<file path="config.mk">
export PLATFORM = sky130hd
export DESIGN_NAME = multi_timer_unit
export DESIGN_NICKNAME = d
export VERILOG_FILES = /design/src/rtl/tmr_pkg.sv /design/src/rtl/tmr_prescaler.sv /design/src/rtl/tmr_decode.sv /design/src/rtl/tmr_channel.sv /design/src/rtl/multi_timer_unit.sv
export SDC_FILE = /design/constraint.sdc
export NUM_CORES = 1
export LEC_CHECK = 0
export ABC_AREA = 1
export ABC_CLOCK_PERIOD_IN_PS = 1800
export BUFFER_PORTS_ARGS = -buffer_cell sky130_fd_sc_hd__buf_2
export CORE_AREA = 8 8 161 163
export CTS_BUF_LIST = sky130_fd_sc_hd__clkbuf_4 sky130_fd_sc_hd__clkbuf_8
export DETAILED_ROUTE_END_ITERATION = 6
export DIE_AREA = 0 0 169 171
export GPL_TIMING_DRIVEN = 1
export PLACE_DENSITY = 0.88
export SLEW_MARGIN = 25
export SYNTH_ARGS = -nofsm -noshare
export SYNTH_HDL_FRONTEND = slang
export SYNTH_SLANG_ARGS = --single-unit
</file>
<file path="constraint.sdc">
create_clock -name clk -period 1.8 [get_ports clk]
set_input_delay 0 -clock clk [delete_from_list [all_inputs] [get_ports clk]]
set_output_delay 0 -clock clk [all_outputs]
set_load 0.05 [all_outputs]
</file>
<file path="src/rtl/tmr_pkg.sv">
package tmr_pkg;

    // control word bit positions
    localparam int CTL_EN   = 0;
    localparam int CTL_RST  = 1;
    localparam int CTL_LOAD = 2;
    localparam int CTL_IE   = 3;
    localparam int CTL_PEND = 4;
    localparam int CTL_W    = 5;

    // register slot inside a 16-byte window
    typedef enum logic [1:0] {
        SEL_W0   = 2'd0,
        SEL_W4   = 2'd1,
        SEL_W8   = 2'd2,
        SEL_NONE = 2'd3
    } reg_sel_t;

    typedef enum logic {
        CH_STOP  = 1'b0,
        CH_COUNT = 1'b1
    } ch_state_t;

endpackage

</file>
<file path="src/rtl/tmr_prescaler.sv">
module tmr_prescaler #(
    parameter int SC_W = 16
) (
    input  logic            clk,
    input  logic            rst_n,
    input  logic            val_wr,
    input  logic            rld_wr,
    input  logic [SC_W-1:0] wdata,
    output logic [SC_W-1:0] value_o,
    output logic [SC_W-1:0] reload_o,
    output logic            tick_o
);

    logic [SC_W-1:0] sc_q;
    logic [SC_W-1:0] reload_q;

    always_ff @(posedge clk or negedge rst_n) begin
        if (!rst_n) begin
            sc_q     <= '0;
            reload_q <= '0;
        end else begin
            if (rld_wr)
                reload_q <= wdata;
            if (val_wr)
                sc_q <= wdata;
            else if (sc_q == '0)
                sc_q <= reload_q;
            else
                sc_q <= sc_q - 1'b1;
        end
    end

    always_comb begin
        tick_o   = (sc_q == '0);
        value_o  = sc_q;
        reload_o = reload_q;
    end


    scaler_reload_chk: assert property (@(posedge clk) disable iff (!rst_n)
        (tick_o && !val_wr) |=> (sc_q == $past(reload_q)));

endmodule

</file>
<file path="src/rtl/tmr_decode.sv">
module tmr_decode
    import tmr_pkg::*;
#(
    parameter int NUM_CH = 2
) (
    input  logic [7:0]        addr,
    output logic              unit_hit,
    output logic [NUM_CH-1:0] ch_hit,
    output reg_sel_t          sel
);

    logic [3:0] win;
    assign win = addr[7:4];

    always_comb begin
        unique case (addr[3:0])
            4'h0:    sel = SEL_W0;
            4'h4:    sel = SEL_W4;
            4'h8:    sel = SEL_W8;
            default: sel = SEL_NONE;
        endcase
    end

    assign unit_hit = (sel != SEL_NONE) && (win == 4'd0);

    for (genvar n = 0; n < NUM_CH; n++) begin : g_hit
        assign ch_hit[n] = (sel != SEL_NONE) && (win == 4'(n + 1));
    end

endmodule

</file>
<file path="src/rtl/tmr_channel.sv">
module tmr_channel
    import tmr_pkg::*;
#(
    parameter int CNT_W = 32
) (
    input  logic              clk,
    input  logic              rst_n,
    input  logic              tick_i,
    input  logic              cnt_wr,
    input  logic              rld_wr,
    input  logic              ctl_wr,
    input  logic [CNT_W-1:0]  wdata,
    output logic [CNT_W-1:0]  count_o,
    output logic [CNT_W-1:0]  reload_o,
    output logic [CTL_W-1:0]  ctrl_o,
    output logic              irq_o
);

    ch_state_t        state_q, state_d;
    logic [CNT_W-1:0] count_q;
    logic [CNT_W-1:0] reload_q;
    logic             restart_q;
    logic             ie_q;
    logic             pend_q;
    logic             irq_q;
    logic             underflow;

    // a register write in the same cycle takes priority over the tick
    assign underflow = (state_q == CH_COUNT) && tick_i && (count_q == '0)
                       && !cnt_wr && !ctl_wr;

    always_comb begin
        state_d = state_q;
        unique case (state_q)
            CH_STOP: begin
                if (ctl_wr && wdata[CTL_EN])
                    state_d = CH_COUNT;
            end
            CH_COUNT: begin
                if (ctl_wr && !wdata[CTL_EN])
                    state_d = CH_STOP;
                else if (underflow && !restart_q)
                    state_d = CH_STOP;
            end
        endcase
    end

    always_ff @(posedge clk or negedge rst_n) begin
        if (!rst_n)
            state_q <= CH_STOP;
        else
            state_q <= state_d;
    end

    always_ff @(posedge clk or negedge rst_n) begin
        if (!rst_n) begin
            count_q   <= '0;
            reload_q  <= '0;
            restart_q <= 1'b0;
            ie_q      <= 1'b0;
            pend_q    <= 1'b0;
            irq_q     <= 1'b0;
        end else begin
            if (rld_wr)
                reload_q <= wdata;
            if (ctl_wr) begin
                restart_q <= wdata[CTL_RST];
                ie_q      <= wdata[CTL_IE];
            end
            if (cnt_wr)
                count_q <= wdata;
            else if (ctl_wr && wdata[CTL_LOAD])
                count_q <= reload_q;
            else if (underflow)
                count_q <= restart_q ? reload_q : count_q;
            else if (state_q == CH_COUNT && tick_i)
                count_q <= count_q - 1'b1;
            if (underflow && ie_q)
                pend_q <= 1'b1;
            else if (ctl_wr && wdata[CTL_PEND])
                pend_q <= 1'b0;
            irq_q <= underflow && ie_q;
        end
    end

    always_comb begin
        ctrl_o           = '0;
        ctrl_o[CTL_EN]   = (state_q == CH_COUNT);
        ctrl_o[CTL_RST]  = restart_q;
        ctrl_o[CTL_LOAD] = 1'b0;
        ctrl_o[CTL_IE]   = ie_q;
        ctrl_o[CTL_PEND] = pend_q;
        count_o          = count_q;
        reload_o         = reload_q;
        irq_o            = irq_q;
    end


    stop_hold_chk: assert property (@(posedge clk) disable iff (!rst_n)
        (state_q == CH_STOP && !cnt_wr && !ctl_wr) |=> $stable(count_q));


    count_step_chk: assert property (@(posedge clk) disable iff (!rst_n)
        (state_q == CH_COUNT && tick_i && count_q != '0 && !cnt_wr && !ctl_wr)
        |=> (count_q == $past(count_q) - 1'b1));


    oneshot_stop_chk: assert property (@(posedge clk) disable iff (!rst_n)
        (underflow && !restart_q) |=> (state_q == CH_STOP && count_q == '0));


    irq_pending_chk: assert property (@(posedge clk) disable iff (!rst_n)
        irq_o |-> ctrl_o[CTL_PEND]);

endmodule

</file>
<file path="src/rtl/multi_timer_unit.sv">
module multi_timer_unit
    import tmr_pkg::*;
#(
    parameter int NUM_CH   = 2,
    parameter int IRQ_BASE = 8,
    parameter int SC_W     = 16,
    parameter int CNT_W    = 32
) (
    input  logic              clk,
    input  logic              rst_n,
    input  logic              req_valid,
    input  logic              req_write,
    input  logic [31:0]       req_addr,
    input  logic [31:0]       req_wdata,
    output logic              rsp_valid,
    output logic [31:0]       rsp_rdata,
    output logic [NUM_CH-1:0] irq
);

    localparam logic [31:0] CAP_WORD =
        {22'd0, 1'b1, 1'b1, 5'(IRQ_BASE), 3'(NUM_CH)};

    logic              unit_hit;
    logic [NUM_CH-1:0] ch_hit;
    reg_sel_t          sel;
    logic              wr_en;
    logic              rd_en;
    logic [31:0]       rd_mux;
    logic              unused_addr_bits;

    logic [SC_W-1:0]   sc_value;
    logic [SC_W-1:0]   sc_reload;
    logic              tick;

    logic [CNT_W-1:0]  ch_count  [NUM_CH];
    logic [CNT_W-1:0]  ch_reload [NUM_CH];
    logic [CTL_W-1:0]  ch_ctrl   [NUM_CH];

    assign wr_en = req_valid && req_write;
    assign rd_en = req_valid && !req_write;
    assign unused_addr_bits = ^req_addr[31:8];

    tmr_decode #(.NUM_CH(NUM_CH)) u_dec (
        .addr     (req_addr[7:0]),
        .unit_hit (unit_hit),
        .ch_hit   (ch_hit),
        .sel      (sel)
    );

    tmr_prescaler #(.SC_W(SC_W)) u_presc (
        .clk      (clk),
        .rst_n    (rst_n),
        .val_wr   (wr_en && unit_hit && sel == SEL_W0),
        .rld_wr   (wr_en && unit_hit && sel == SEL_W4),
        .wdata    (req_wdata[SC_W-1:0]),
        .value_o  (sc_value),
        .reload_o (sc_reload),
        .tick_o   (tick)
    );

    for (genvar n = 0; n < NUM_CH; n++) begin : g_ch
        tmr_channel #(.CNT_W(CNT_W)) u_ch (
            .clk      (clk),
            .rst_n    (rst_n),
            .tick_i   (tick),
            .cnt_wr   (wr_en && ch_hit[n] && sel == SEL_W0),
            .rld_wr   (wr_en && ch_hit[n] && sel == SEL_W4),
            .ctl_wr   (wr_en && ch_hit[n] && sel == SEL_W8),
            .wdata    (req_wdata[CNT_W-1:0]),
            .count_o  (ch_count[n]),
            .reload_o (ch_reload[n]),
            .ctrl_o   (ch_ctrl[n]),
            .irq_o    (irq[n])
        );
    end

    always_comb begin
        rd_mux = '0;
        if (unit_hit) begin
            unique case (sel)
                SEL_W0:  rd_mux = 32'(sc_value);
                SEL_W4:  rd_mux = 32'(sc_reload);
                SEL_W8:  rd_mux = CAP_WORD;
                default: rd_mux = '0;
            endcase
        end
        for (int n = 0; n < NUM_CH; n++) begin
            if (ch_hit[n]) begin
                unique case (sel)
                    SEL_W0:  rd_mux = 32'(ch_count[n]);
                    SEL_W4:  rd_mux = 32'(ch_reload[n]);
                    SEL_W8:  rd_mux = 32'(ch_ctrl[n]);
                    default: rd_mux = '0;
                endcase
            end
        end
    end

    always_ff @(posedge clk or negedge rst_n) begin
        if (!rst_n) begin
            rsp_valid <= 1'b0;
            rsp_rdata <= '0;
        end else begin
            rsp_valid <= rd_en;
            if (rd_en)
                rsp_rdata <= rd_mux;
        end
    end


    read_valid_chk: assert property (@(posedge clk) disable iff (!rst_n)
        rd_en |=> rsp_valid);


    no_spurious_rsp_chk: assert property (@(posedge clk) disable iff (!rst_n)
        !rd_en |=> !rsp_valid);


    one_window_chk: assert property (@(posedge clk) disable iff (!rst_n)
        $onehot0({unit_hit, ch_hit}));

endmodule

</file>
==> impl_metrics.ini, run 1 <==
[pwr]
switchingPower_w = 0.003283
combinationalPowerShare_pct = 15.6
p_seq_share_pct = 42.9
clockPowerShare_pct = 41.5
internal_power_w = 0.008005
cellLeakagePower_nw = 9.286
total_power_w = 0.01129
ir_worst_vdd_mv = 0.5872
p_sw_share_pct = 29.09
powerDensity_nw_per_um2 = 622.6

[floorplanning]
io_pins = 103
rows = 56
die_h_um = 171
initial_utilization_pct = 56.07
die-width_um = 169
core_area_um2 = 23260
dieArea_um2 = 28900

[critical_path]
path_class = reg2reg
reg2reg_slack_ns = -0.42
cp_slowest_cell = dfrtp_1
rr_startpoint = g_ch[0].u_ch.count_o[0]
arrival_ns = 2.69
r2r-end = g_ch[0].u_ch.count_o[5]
cp_cell_sequence = inv_2, ha_4, inv_2, nor2_2, nand2_1, nor2_1, nand2_1, nor2_4, nand3_4, o21ai_4, buf_12, buf_12, buf_16, nor2_4, a21oi_2
crit_path_start_kind = flip-flop
max_stage_delay_ns = 0.40
crit_fanout = 7
critical_path_required_ns = 2.27
endpoint_kind = flip-flop
ff2ff_path_depth = 15

[clock_tree]
cts_tree = built
cts.sinks = 203
cts_buffers = 36
htree_levels = 2
insertion_delay_ns = 0.56
clockRootBuffer = clkbuf_8
clkTransAtPathRegs_ns = 0.06
cts_buffer_depth = 3

[cells_and_area]
drive_gt1_share_pct = 27.42
stdcell_area_um2 = 18130
final_util_pct = 77.94
area_growth_pct = 39.00
nNetsFinal = 2413
layoutNonFillerInstCount = 2684

[run]
drv_cap = 0

[sta]
finalHoldViolations = 0
max_freq_mhz = 449.5
tightest_slew_ns = 0.5573
maxSlewHeadroom_pct = 62.85
period_needed_ns = 2.225
setup_viol = 69
rsz0062_at_grt = true
timing.final.crit_share_pct = 123.6
setup_ws_ns = -0.4245
drv_slew = 0
fin_skew_ns = 0.03528

[drt]
drc = 0
wl_mm = 54.27
first_iter_violations = 2325
vias = 16070
ant_nets = 0
dr.pass1.iters = 7
wl_per_cell_um = 20.22
routed_via_density = 5.986

[global_route]
grt_max_degree = 65
grtUsageTotal_pct = 35.51
grt_pass1_wl_mm = 80.78
first_global_vias = 15080
grt_overflow_total = 0
antenna_found_initial = 1

[hold_path]
holdPathEnd = rsp_rdata[12]
worstHoldPathType = in2reg
worstHoldStart = req_valid
holdPathStages = 6

[outcome]
violations = setup timing
status = finished, violations left

[synthesis]
synthFlopType = dfrtp_1
synth_fp_nets = 2043
synth.distinct_cells = 39
ys_warn_count = 0
ys_seq_area_share_pct = 38.94
postSynthCellCount = 1969
synth-edff-count = 0
async_reset_ff_share_pct = 100.0
yosys_register_bits = 203
syn_area_per_cell_um2 = 6.625
syn-cell-area_um2 = 13040

[place]
io_buffers = 78
pre_cts_slack_ns = -0.2798
hpwl_mm = 35.14
place_area_um2 = 15670
place.gp.congestion = 0.9950
post-place-cells = 2542
[worst max path at each step]
stage	startpoint	end	slack [ns]	cells past startpoint
finish	g_ch[0].u_ch.count_o[0]	g_ch[0].u_ch.count_o[5]	-0.42	15
global placement	g_ch[0].u_ch.count_o[0]	g_ch[0].u_ch.count_o[25]	-0.26	15
detailed placement	g_ch[1].u_ch.count_o[1]	g_ch[1].u_ch.count_o[29]	-0.28	14
CTS	u_presc.value_o[1]	g_ch[0].u_ch.count_o[25]	-0.25	15
floorplan	u_presc.value_o[0]	g_ch[0].u_ch.count_o[30]	-0.03	12
global route	g_ch[1].u_ch.count_o[1]	g_ch[1].u_ch.count_o[28]	-0.52	14
[flip-flops by register name (all words and copies together), names as in the netlist]
signal,flops
g_ch.u_ch.ie_q,2
u_presc.reload_o,16
g_ch.u_ch.count_o,64
rsp_valid,1
u_presc.value_o,16
g_ch.u_ch.state_q,2
g_ch.u_ch.pend_q,2
rsp_rdata,32
g_ch.u_ch.restart_q,2
g_ch.u_ch.irq_o,2
g_ch.u_ch.reload_o,64
[synth_stat cells (2+ instances only)]
library cell  count  area [µm²]
buf_6             2       22.52
buf_4            10       75.07
nor2_2            7       43.79
nor2_1          299        1122
buf_1             7       26.28
o211ai_1          9       67.56
buf_2            17       85.08
o21ai_1           6       30.03
ha_1              6       75.07
a32o_1            3       30.03
clkinv_1          2       7.510
clkbuf_1         55       206.5
nor3_2            2       20.02
nor3_1            5       25.02
dfrtp_1         203        5080
nand3_2           3       30.03
nand2_1         639        2399
o21ai_0         156       780.8
inv_1           180       675.7
xor2_1           51       446.7
nand3b_1          5       37.54
nor2_4            3       33.78
a21oi_1          45       225.2
nand4_1          14       87.58
inv_2             5       18.77
nand2_2           3       18.77
nand3_1         139       695.7
a21o_1           12       90.09
o221ai_1          7       61.31
a31oi_1          28       175.2
o21ai_4           2       32.53
o22ai_1          33       206.5
a22o_1            5       43.79
[cell families (layout without fill, tap and decap cells)]
family / after synthesis / in the layout / share of synthesized area (%)
compound gates: 308 / 308 / 13.52
xor+xnor: 52 / 52 / 3.492
fa+ha+maj: 6 / 6 / 0.5755
buf+inv: 278 / 672 / 8.566
flops: 203 / 203 / 38.94
other cells: 0 / 2 / 0
simple gates: 1122 / 1122 / 34.91
[power groups by stage]
stage	combinational, W	sequential (W)	clock [W]
2_1_floorplan	0.000607	0.00506	0
3_3_place_gp	0.00149	0.00490	0
3_5_place_dp	0.00151	0.00490	0
4_1_cts	0.00163	0.00483	0.00467
5_1_grt	0.00187	0.00485	0.00488
6_report	0.00176	0.00484	0.00469
[worst max-delay path, delay by kind of cell (launching register included)]
kind                       cells  cell delay [ns]
AOI/OAI and AO/OA              2             0.36
adders and majority gates      1             0.13
buffers and inverters          5             0.55
DFF                            1             0.40
and+or+nand+nor                7             0.68
[layout by cell type (no fill, tap or decap), types with 20 or more instances in the layout]
cell / n
nand2_2: 51
xor2_1: 50
buf_12: 20
a21oi_1: 30
o21ai_0: 151
buf_2: 77
buf_4: 264
o22ai_1: 32
dlygate4sd3_1: 38
inv_1: 169
nor2_4: 33
a31oi_1: 28
dfrtp_1: 202
nor2_2: 44
clkbuf_8: 47
nand2_1: 579
nand3_1: 130
nor2_1: 232
[final cells by class]
cell class,count,area (µm²)
diodes,2,5.005
clock buffers,55,700.7
clock inverters,7,66.31
fillers,1556,5131
inverters,187,729.5
multi-input cells,1488,7585
flip-flops and latches,203,5081
well taps,319,399.1
repair buffers,422,3558
repair inverters,1,6.256
[metal layers]
metal	up-vias	track usage [%]	routed length (µm)
li1	7047	-	-
met1	7391	44.00	19470
met2	1294	56.57	24140
met3	334	8.965	7069
met4	0	19.01	3592
met5	-	0	0
[timing repair]
action | in CTS | in global routing
cloned | 7 | 6
setup endpoints to repair | 68 | 81
hold endpoints to repair | 343 | 0
pin swaps | 30 | 91
hold buffers | 38 | 0
resized for setup | 104 | 150
setup buffers | 23 | 10
[through the flow]
step,setup TNS [ns],hold slack (ns)
final,-20.91,0.1680
after global routing,-26.50,0.1726
after CTS,-12.64,0.1229
after detailed placement,-15.62,0.01750
after global placement,-12.56,0.01091
after floorplan,-0.3827,-0.2956
No activity file was read; power rests on OpenSTA's default activity.
==> inputs of run 2 (changes only) <==
ABC_CLOCK_PERIOD_IN_PS = 2700   (was 1800)
CORE_AREA = 8 8 157 159   (was 8 8 161 163)
DIE_AREA = 0 0 165 167   (was 0 0 169 171)
PLACE_DENSITY = 0.89   (was 0.88)
clock period = 2.7 ns   (was 1.8 ns; I/O delays follow)
==> impl_metrics.ini, run 2 (synthesis results as in run 1) <==
[outcome]
status = finished, violations left
violations = hold timing

[sta]
tightest_slew_ns = 0.9434
drv_slew = 0
rsz0062_at_grt = false
period_needed_ns = 2.490
timing.final.crit_share_pct = 92.23
fin_tns_setup_ns = 0
setup_viol = 0
max_freq_mhz = 401.6
finalHoldViolations = 3
maxSlewHeadroom_pct = 37.04
holdWs_ns = -0.004701
fin_skew_ns = 0.02613

[cells_and_area]
nNetsFinal = 2144
drive_gt1_share_pct = 10.25
area_growth_pct = 14.29
layoutNonFillerInstCount = 2384
final_util_pct = 67.07
mostFrequentLayoutCell = nand2_1
final_cell_mix = 637 x nand2_1, 298 x nor2_1, 203 x dfrtp_1

[global_route]
grt_overflow_total = 0
antenna_found_initial = 2
grt_pass1_wl_mm = 69.95
grtUsageTotal_pct = 31.83
first_global_vias = 13170
grt_max_degree = 70

[drt]
ant_nets = 0
vias = 14050
routed_via_density = 5.893
wl_per_cell_um = 18.54
first_iter_violations = 1840
drc = 0
dr.pass1.iters = 6
wl_mm = 44.21

[clock_tree]
cts_buffers = 38
clkTransAtPathRegs_ns = 0.06
cts_buffer_depth = 3
cts.sinks = 203
insertion_delay_ns = 0.56
htree_levels = 2
clockRootBuffer = clkbuf_8
cts_tree = built

[critical_path]
rr_startpoint = g_ch[0].u_ch.count_o[8]
ff2ff_path_depth = 11
crit_fanout = 13
cp_cell_sequence = nor2_2, nand2_1, nor2_1, nand2_1, nor2_1, nand3_2, o21ai_4, buf_4, inv_2, nor2_1, a21oi_1
r2r-end = g_ch[0].u_ch.count_o[5]
path_class = reg2reg
cpMostUsedCell = nor2_1
arrival_ns = 2.93
endpoint_kind = flip-flop
crit_path_start_kind = flip-flop
reg2reg_slack_ns = 0.21
cp_slowest_cell = dfrtp_1
critPathLaunch = g_ch[0].u_ch.count_o[8]
critPathTopFamily = simple AND/OR/NAND/NOR gates
critical_path_required_ns = 3.14
worst-path-buf-inv = 2
max_stage_delay_ns = 0.43

[floorplanning]
rows = 55
core_area_um2 = 22230
io_pins = 103
die_h_um = 167
dieArea_um2 = 27560
initial_utilization_pct = 58.68
die-width_um = 165

[place]
io_buffers = 78
place.gp.congestion = 0.9755
hpwl_mm = 30.84
post-place-cells = 2279

[pwr]
powerDensity_nw_per_um2 = 487.5
ir_worst_vdd_mv = 0.3337
cellLeakagePower_nw = 7.772

[run]
drv_cap = 0

[hold_path]
worstHoldPathType = in2async
[run 2: area by class of cell]
| cell class | instances | area, µm² |
|---|---|---|
| Antenna cell | 2 | 5.005 |
| Multi-Input combinational cell | 1488 | 6854 |
| Timing Repair Buffer | 152 | 1107 |
| Tap cell | 285 | 356.6 |
| Clock inverter | 6 | 38.79 |
| Clock buffer | 61 | 764.5 |
| Inverter | 187 | 701.9 |
| Sequential cell | 203 | 5080 |
| Fill cell | 1909 | 7320 |
[run 2: repair_timing]
item,4_1_cts,5_1_grt
hold buffers,36,0
setup endpoints to repair,0,18
endpoints found under the hold margin,313,0
setup buffers,0,0
resized for setup,0,1
[run 2: worst max path at each step]
| stage | endpoint | cells after the start |
|---|---|---|
| after floorplan | g_ch[0].u_ch.count_o[26] | 14 |
| after detailed placement | g_ch[1].u_ch.count_o[19] | 12 |
| after CTS | g_ch[1].u_ch.count_o[19] | 12 |
| after global routing | g_ch[0].u_ch.count_o[8] | 11 |
| final | g_ch[0].u_ch.count_o[5] | 11 |
| after global placement | g_ch[1].u_ch.count_o[19] | 12 |
[run 2: per-stage QoR]
| step | power [W] | hold WS [ns] | area, µm² | setup WS [ns] |
|---|---|---|---|---|
| after floorplan | 0.003771 | -0.2956 | 13040 | 0.8009 |
| after global placement | 0.004069 | 0.04970 | 13740 | 0.3320 |
| after detailed placement | 0.004089 | 0.05071 | 13740 | 0.2117 |
| after CTS | 0.007270 | 0.02286 | 14900 | 0.1999 |
| after global routing | 0.007519 | 0.05362 | 14910 | 0.02031 |
| final | 0.007268 | -0.004701 | 14910 | 0.2097 |
[run 2: routing by layer]
layer	global-route usage (%)	vias to the layer above	part of all wire, %
met5	0	-	0
met3	7.865	166	12
li1	-	6512	-
met4	16.54	0	5.3
met1	41.75	6464	39
met2	47.67	907	44
[run 2: power by group]
part / total [W] / switching (W) / internal, W
sequential: 0.00325 / 0.000100 / 0.00315
combinational: 0.000856 / 0.000593 / 0.000263
clock: 0.00317 / 0.00137 / 0.00179
==> inputs of run 3 (changes only) <==
CORE_AREA = 8 8 174 143   (was 8 8 157 159)
DIE_AREA = 0 0 182 151   (was 0 0 165 167)
==> impl_metrics.ini, run 3 (synthesis results as in run 1) <==
[drt]
ant_nets = 0
vias = 14190
wl_per_cell_um = 18.86
first_iter_violations = 2159
routed_via_density = 5.986
drc = 0
dr.pass1.iters = 6
wl_mm = 44.70

[floorplanning]
dieArea_um2 = 27480
initial_utilization_pct = 59.10
die_h_um = 151
io_pins = 103
die-width_um = 182
core_area_um2 = 22070
rows = 49

[pwr]
powerDensity_nw_per_um2 = 490.9
total_power_w = 0.007301
ir_worst_vdd_mv = 0.2774
cellLeakagePower_nw = 7.751

[global_route]
grt_pass1_wl_mm = 70.32
grt_use_met3_pct = 8.128
gr-usage-met1_pct = 42.61
first_global_vias = 13150
grt-busiest-layer = met2
grt_overflow_total = 0
grtUsageTotal_pct = 31.95
antenna_found_initial = 1
met2_usage_pct = 48.82
grt_max_degree = 81

[critical_path]
reg2reg_slack_ns = 0.15
arrival_ns = 3.01
endpoint_kind = flip-flop
crit_path_start_kind = flip-flop
crit_fanout = 6
critical_path_required_ns = 3.16
path_class = reg2reg

[clock_tree]
cts.sinks = 203
cts_buffer_depth = 3
cts_setup_buffers = 0
htree_levels = 2
cts_buffers = 35
cts_tree = built
insertion_delay_ns = 0.55
clkTransAtPathRegs_ns = 0.06
post_cts_resized = 0
clockRootBuffer = clkbuf_8

[run]
drv_cap = 0

[cells_and_area]
nNetsFinal = 2144
drive_gt1_share_pct = 9.909
mostFrequentLayoutCell = nand2_1
final_cell_mix = 638 x nand2_1, 298 x nor2_1, 203 x dfrtp_1
layoutNonFillerInstCount = 2370
nFillCells = 1834
area_growth_pct = 14.02

[place]
post-place-cells = 2278
pre_cts_slack_ns = 0.3358
hpwl_mm = 31.68
place.gp.congestion = 1.018
io_buffers = 78

[sta]
period_needed_ns = 2.549
tightest_slew_ns = 1.016
setup_viol = 0
timing.final.crit_share_pct = 94.42
maxSlewHeadroom_pct = 32.21
drv_slew = 0
setup_ws_ns = 0.1507
max_freq_mhz = 392.3
finalHoldViolations = 0
fin_skew_ns = 0.02675
rsz0062_at_grt = false
fin_tns_setup_ns = 0

[outcome]
status = finished clean

[hold_path]
worstHoldPathType = in2async
## run 3: changes by cell type in the layout (fill, tap and decap cells not counted)
cell / previous run / this run
clkinvlp_4: 2 / 3
diode_2: 2 / 1
clkbuf_4: 12 / 5
nand2_1: 637 / 638
inv_6: 1 / 0
buf_4: 33 / 37
bufinv_16: 0 / 4
clkbuf_8: 50 / 42
dlygate4sd3_1: 36 / 35
nand2_2: 5 / 4
## run 3: repair_timing
| item | in CTS | in global routing |
|---|---|---|
| endpoints found under the hold margin | 217 | 0 |
| endpoints found under the setup margin | 0 | 0 |
| hold buffers | 35 | 0 |
## run 3: worst max-delay path, stage by stage, from the launching register on
cell and delay, ns:
dfrtp_1 0.35, inv_1 0.14, ha_1 0.23, nand4_1 0.11, nor2_1 0.35, nand3_1 0.17
nor2_1 0.20, nand2_1 0.23, nand3_1 0.12, nand2_1 0.25, nor2_1 0.18, nand2_1 0.07
nand2_1 0.06
## run 3: where the power goes
| group | leakage [nW] | internal [W] | switching [W] |
|---|---|---|---|
| clock network | 0.387 | 0.00183 | 0.00136 |
| logic | 4.68 | 0.000262 | 0.000605 |
| registers | 2.68 | 0.00314 | 0.0000994 |
## run 3: metrics by stage
stage               cell area [µm²]  hold slack [ns]  utilization, %
detailed placement            13760          0.07121           62.35
floorplan                     13040          -0.2956               -
global placement              13760          0.07402           62.35
finish                        14870          0.04496           67.39
CTS                           14870          0.04418           67.38
global route                  14870          0.08692           67.39
## run 3: layout make-up
| class | count | area [µm²] | share of cell area [%] |
|---|---|---|---|
| diodes | 1 | 2.502 | 0.01683 |
| flip-flops and latches | 203 | 5080 | 34.15 |
| well taps | 280 | 350.3 | 2.356 |
| multi-input cells | 1488 | 6852 | 46.07 |
| clock buffers | 46 | 601.8 | 4.046 |
| clock inverters | 10 | 157.7 | 1.060 |
| inverters | 187 | 701.9 | 4.719 |
| repair buffers | 155 | 1127 | 7.580 |
## run 3: per-layer routing
metal  vias to the layer above  routed length (µm)
met5                         -                   0
met2                       996               19320
met3                       174                5680
met4                         0                2011
li1                       6514                   -
met1                      6503               17690
## run 3: worst paths after layout
path	startpoint	end	cells past startpoint
hold reg to reg	rsp_rdata[6]	rsp_rdata[6]	1
max in group asynchronous	rst_n	u_presc.value_o[3]	3
min in group clk	req_addr[5]	g_ch[1].u_ch.ie_q	5
hold / removal	rst_n	g_ch[1].u_ch.reload_o[9]	2
setup reg to reg	u_presc.value_o[0]	g_ch[0].u_ch.count_o[23]	12
setup / recovery	u_presc.value_o[0]	g_ch[0].u_ch.count_o[23]	12
